**config.mk**
```make
export PLATFORM = sky130hd
export DESIGN_NAME = halt_wake_ctrl
export DESIGN_NICKNAME = d
export VERILOG_FILES = /design/src/rtl/halt_wake_ctrl.sv
export SDC_FILE = /design/constraint.sdc
export NUM_CORES = 1
export LEC_CHECK = 0
export BUFFER_PORTS_ARGS = -buffer_cell sky130_fd_sc_hd__buf_2
export CAP_MARGIN = 20
export CORE_MARGIN = 8
export CORE_UTILIZATION = 53
export CTS_BUF_LIST = sky130_fd_sc_hd__clkbuf_4 sky130_fd_sc_hd__clkbuf_8 sky130_fd_sc_hd__clkbuf_16
export DETAILED_ROUTE_END_ITERATION = 8
export PLACE_DENSITY = 0.79
export SLEW_MARGIN = 20
export SYNTH_ARGS = -nofsm -noshare
export SYNTH_HDL_FRONTEND = slang
export SYNTH_SLANG_ARGS = --single-unit
```
**constraint.sdc**
```tcl
create_clock -name clk -period 2.7 [get_ports clk]
set_clock_uncertainty 0.15 [all_clocks]
set_input_delay 0.135 -clock clk [delete_from_list [all_inputs] [get_ports clk]]
set_output_delay 0.135 -clock clk [all_outputs]
set_load 0.02 [all_outputs]
```
**src/rtl/halt_wake_ctrl.sv**
```systemverilog
module halt_wake_ctrl #(
  parameter int PORT_W     = 8,
  parameter int IRQ_N      = 4,
  parameter int WAKE_DELAY = 1024
) (
  input  logic              clk,
  input  logic              rst_n,
  input  logic              halt_cmd,
  input  logic              clrwdt_cmd,
  input  logic              wdt_ovf,
  input  logic [PORT_W-1:0] port_in,
  input  logic [PORT_W-1:0] port_wake_en,
  input  logic [IRQ_N-1:0]  irq_flags,
  input  logic [IRQ_N-1:0]  irq_en,
  input  logic              stack_full,
  output logic              cpu_hold,
  output logic              wdt_clear,
  output logic              pd_flag,
  output logic              to_flag,
  output logic              resume_next,
  output logic              int_entry,
  output logic              warm_rst
);

  localparam int CW = $clog2(WAKE_DELAY + 1);
  localparam logic [CW-1:0] LAST = CW'(WAKE_DELAY - 1);

  typedef enum logic [1:0] {S_RUN, S_HALT, S_WAKE, S_EXIT} state_t;
  typedef enum logic [1:0] {C_NEXT, C_INT, C_WARM} cause_t;

  state_t            st;
  cause_t            cause;
  logic [CW-1:0]     cnt;
  logic [PORT_W-1:0] port_q;
  logic [IRQ_N-1:0]  snap;

  logic [PORT_W-1:0] port_fall;
  logic [IRQ_N-1:0]  fresh;
  logic              halt_go, wake_any, take_int;
  cause_t            cause_nx;

  assign port_fall = port_q & ~port_in & port_wake_en;
  assign fresh     = irq_flags & ~snap;
  assign halt_go   = (st == S_RUN) && halt_cmd && !wdt_ovf;
  assign wake_any  = (st == S_HALT) && (wdt_ovf || (|port_fall) || (|fresh));
  assign take_int  = (|(fresh & irq_en)) && !stack_full;
  assign cause_nx  = wdt_ovf ? C_WARM : (take_int ? C_INT : C_NEXT);

  assign cpu_hold    = (st == S_HALT) || (st == S_WAKE);
  assign wdt_clear   = halt_go;
  assign resume_next = (st == S_EXIT) && (cause == C_NEXT);
  assign int_entry   = (st == S_EXIT) && (cause == C_INT);
  assign warm_rst    = (st == S_EXIT) && (cause == C_WARM);

  always_ff @(posedge clk or negedge rst_n) begin
    if (!rst_n) begin
      st     <= S_RUN;
      cause  <= C_NEXT;
      cnt    <= '0;
      port_q <= '0;
      snap   <= '0;
    end else begin
      port_q <= port_in;
      unique case (st)
        S_RUN: begin
          if (wdt_ovf) begin
            st    <= S_EXIT;
            cause <= C_WARM;
          end else if (halt_cmd) begin
            st   <= S_HALT;
            snap <= irq_flags;
          end
        end
        S_HALT: begin
          if (wake_any) begin
            st    <= S_WAKE;
            cnt   <= '0;
            cause <= cause_nx;
          end
        end
        S_WAKE: begin
          if (wdt_ovf) cause <= C_WARM;
          if (cnt == LAST) st <= S_EXIT;
          else cnt <= cnt + 1'b1;
        end
        default: st <= S_RUN;
      endcase
    end
  end

  always_ff @(posedge clk or negedge rst_n) begin
    if (!rst_n) begin
      pd_flag <= 1'b0;
      to_flag <= 1'b0;
    end else begin
      if (halt_go)         pd_flag <= 1'b1;
      else if (clrwdt_cmd) pd_flag <= 1'b0;
      if (wdt_ovf)         to_flag <= 1'b1;
      else if (halt_go)    to_flag <= 1'b0;
    end
  end

endmodule


```
Word-level counts from Yosys, hierarchy flattened
Cells that the tools add are included.

Output and inout port bits: 7. Bits in read-only memories: 0. Memories kept: 0. Input bits: 30. Bits in latches: 0. Register bits after elaboration: 29. Memory bits (writable): 0.

Divide/modulo/power cells: 0. Multipliers: 0. Equal/unequal tests: 11. Multiplexer cells: 17. Shifts and indexed selects: 0. Magnitude comparators: 0. Reduce and logical (&&, ||, !) cells: 26. Bitwise logic cells: 7. $add $sub $neg: 1.

Operators by type and width (number): 2-to-1 mux 11 bit (2); case mux 11 bit (2 select lines) (1); bitwise AND 8 bit (2); 2-to-1 mux 2 bit (7); AND reduction 3 bit (4); adder 11 x 1 -> 11 bit (second input constant) (1); == test 11 x 10 -> 1 bit (second input constant) (1); bitwise AND 4 bit (2); NOT 8 bit (1); nonzero test 2 bit (4); OR reduction 4 bit (2); OR reduction 8 bit (1); logical AND 1 bit (7); == test 2 bit (second input constant) (3); case mux 2 bit (3 select lines) (1); 2-to-1 mux 1 bit (5); == test 2 x 1 -> 1 bit (second input constant) (2); logical NOT 2 bit (2); inequality test 2 x 1 -> 1 bit (second input constant) (2); inequality test 2 bit (second input constant) (2); NOT 4 bit (1); case mux 2 bit (2 select lines) (1); logical OR 1 bit (3); inequality test 3 bit (second input constant) (1); other kinds (3) (4).

Depth between registers and ports, before layout
Depth in word-level cells: 9. Mapped depth: 8.

Worst setup path before layout
No wires, ideal clock.

Path kind: reg2reg. From: register st[1]. To: register st[1]. Stages on the path, launching flop included: 8. Setup time: 0.127 ns. Data arrival time: 2.049 ns. Required time: 2.423 ns. Slack: 0.374 ns. Cell sequence: dfrtp_1 -> inv_1 -> ha_1 -> o2111ai_1 -> or4_1 -> buf_2 -> o221a_2 -> mux2_1.

Longest elaborated chain between the ends: 4. Elaborated cells on any way between the ends: 9.

RTL lines: start, declared (RTL line 31) `state_t st;`; start signal, assigned (RTL line 57) `st <= S_RUN;`; start signal, assigned (RTL line 67) `st <= S_EXIT;`; start signal, assigned (RTL line 70) `st <= S_HALT;`; == test 2 x 1 -> 1 bit (RTL line 45, 64); logical AND 1 bit (RTL line 45) `assign wake_any = (st == S_HALT) && (wdt_ovf || (|port_fall) || (|fresh));`; inequality test 2 bit (no source line); AND reduction 3 bit (no source line).

Several ways; a longest one is shown, not always the timed one. A chain may end at the register's enable or synchronous reset.

Worst setup path after layout
From: register st[1]. To: register cnt[8].

Longest elaborated chain between the ends: 4. Elaborated cells on any way between the ends: 8.

RTL lines: == test 2 x 1 -> 1 bit (RTL line 45, 64); logical AND 1 bit (RTL line 45); inequality test 2 bit (no source line); AND reduction 3 bit (no source line); end signal, assigned (RTL line 84) `else cnt <= cnt + 1'b1;`; end, declared (RTL line 33) `logic [CW-1:0] cnt;`.

Several ways; a longest one is shown, not always the timed one.

==> out/qor.yml <==
status: "finished, final reports clean"
vias: 1493
tns_ns: 0
drc: 0
floorplan.initialDensity_pct: 53.43
p_leak_nw: 0.9845
die_h_um: 70.56
end_kind: "flip-flop"
finalMaxSlewViolations: 0
dieArea_um2: 4979
min_path_cells: 3
synth-xor-area-share_pct: 0
clk_latency_ns: 0.32
fin_crit_ns: 2.427
grt_pass1_wl_mm: 7.210
drt_iter0_drc: 81
routed_wl_mm: 4.089
ir_drop_uv: 453.9
antenna_found_initial: 0
rr_worst_depth: 7
antenna_cells: 0
ant_nets: 0
fmaxAchievable_mhz: 412.0
drt_pass1_iterations: 4
place.detailed.hpwl_mm: 2.890
ys.flop_type: "dfrtp_1"
min_from: "halt_cmd"
worstPathCellList: "inv_1 -> ha_1 -> o2111ai_1 -> or4_1 -> buf_4 -> o221ai_2 -> a221o_1"
synthMuxAreaShare_pct: 2.776
slew_headroom_pct: 49.11
reg2reg_to: "cnt[8]"
area_delta_synth_final_pct: 28.63
cp_slowest_stage_delay_ns: 0.62
synth_edf_count: 0
r2r_start: "st[1]"
power.density_nw_per_um2: 801.7
holdPathEnd: "st[0]"
rsz0062_at_grt: "no"
synth_compound_area_share_pct: 20.38
post_drt_wl_per_cell_um: 15.97
timing_hold_violations_final: 0
yosys.area.top_type: "dfrtp_1"
crit_required_ns: 2.81
cts.sinks: 29
r2r_setup_slack_ns: 0.27
nets: 257
critical_path.max_fanout: 11
synth_area_um2: 1578
yosys.area_share.simple_pct: 22.28
hold_path_class: "input port to flip-flop"
yosysWarnings: 0
critPathArrivalTime_ns: 2.54
cp_slowest_cell: "or4_1"
ios: 37
synth_top_family_by_area: "simple AND/OR/NAND/NOR gates"
setup.worst_path.start_class: "flip-flop"
avgSynthCellArea_um2: 9.621
holdWs_ns: 0.1000
ys_types: 45
drive_gt1_share_pct: 23.77
vias_per_cell: 5.832
place_congestion: 0.9049
grt_pass1_vias: 1490
drv_cap: 0
place_ws_ns: 0.2746
synth-seq-area-share_pct: 46.00
synth.top_cells.by_area: "dfrtp_1, nand2_1, ha_1, o21ai_0, inv_1"
grt.overflow.total: 0
netlist.area_leader.share_pct: 46.00
postSynth.asyncResetShare_pct: 100.0
grt.total_usage_pct: 17.83
finalCritPeriodShare_pct: 89.90
setup_slack_ns: 0.2727
worstMarginPinSlew_ns: 0.7633
synth_cells: 164
synth_adder_area_share_pct: 3.965
grt_max_degree: 30
clock_path_buffers: 2
die-width_um: 70.56
clockRootBuffer: "clkbuf_4"
ys_ff_latch: 29
htree_levels: 2
io_buffers: 36
core_um2: 2953
rows: 20
synth_nets: 199
cts_buffers: 5
clk_pin_slew_ns: 0.09
critPathKind: "flip-flop to flip-flop"
setup_viol: 0
post_cts_resized: 0
cts_tree: "yes"
## timing repair
action / CTS / global route
hold buffers: 15 / 0
buffers inserted: 0 / 0
hold endpoints to repair: 43 / 0
## registers in the layout (all words and copies together), names as in the netlist
signal / flops
st: 2
snap: 4
to_flag: 1
port_q: 8
pd_flag: 1
cnt: 11
cause: 2
## through the flow
step	power [mW]	area, um2	instances	util [%]
floorplan	1.104	1578	164	-
global placement	1.278	1809	233	61.27
detailed placement	1.318	1809	233	61.27
CTS	1.636	2029	256	68.73
global route	1.754	2029	256	68.73
finish	1.627	2029	256	68.73
## layer usage
layer	up-vias	share of wire [%]	wire length [um]	track usage (%)
met2	45	50	2063	29.59
met5	-	0	0	0
met1	718	42	1709	21.13
li1	723	-	-	-
met3	7	6.5	265	6.073
met4	0	1.2	51	5.543
## layout by cell type, fill, tap and decap left out, drive strengths merged, types with 4 or more instances in the layout
cell	instances
and3	4
buf	41
clkbuf	7
dfrtp	29
dlygate4sd3	15
ha	5
inv	12
nand2	24
nand3	6
nand3b	6
nor2	6
o21ai	9
o221ai	4
o22ai	4
## area by class of cell
cell class	count	area [um2]
multi-input cells	118	779.5
well taps	33	41.29
repair buffers	56	367.9
inverters	12	45.04
clock buffers	7	65.06
fillers	228	923.4
clock inverters	1	5.005
flip-flops and latches	29	725.7
## worst max-delay path, delay by kind of cell (launching register included)
family                     cells  cell delay (ns)
DFF                            1             0.42
buffers and inverters          2             0.34
AOI/OAI and AO/OA              3             0.65
adders and majority gates      1             0.19
and+or+nand+nor                1             0.62
## synthesized netlist by cell type (all sizes together), types with 3 or more instances
| master | n |
|---|---|
| nand2 | 24 |
| clkbuf | 3 |
| nand2b | 3 |
| mux2 | 3 |
| nor2 | 6 |
| o22ai | 4 |
| and3 | 4 |
| dfrtp | 29 |
| nand4 | 3 |
| ha | 5 |
| inv | 12 |
| a211o | 3 |
| o21a | 3 |
| nor3 | 3 |
| o22a | 3 |
| o221ai | 4 |
| nor3b | 3 |
| nand3 | 6 |
| nand3b | 6 |
| o21ai | 9 |
## worst max path at each step
stage	start	endpoint	slack (ns)	depth (start not counted)
after global routing	st[1]	cnt[0]	0.09	7
after detailed placement	st[1]	cnt[8]	0.27	7
final	st[1]	cnt[8]	0.27	7
after floorplan	st[1]	st[1]	0.37	7
after CTS	st[1]	cnt[0]	0.25	7
after global placement	st[1]	cnt[0]	0.39	7
## logic make-up (layout without fill, tap and decap cells)
logic type | after synthesis | after routing
AOI/OAI and AO/OA | 42 | 42
and+or+nand+nor | 67 | 67
muxes | 4 | 4
DFF | 29 | 29
adders and majority gates | 5 | 5
buffers and inverters | 17 | 76
## where the power goes
group | switching [mW] | leakage (nW) | internal (mW)
clock | 0.149 | 0.0413 | 0.151
sequential | 0.0923 | 0.363 | 0.538
combinational | 0.379 | 0.580 | 0.317
total | 0.621 | 0.985 | 1.01
Note: power is estimated with default switching activity, not from simulation.
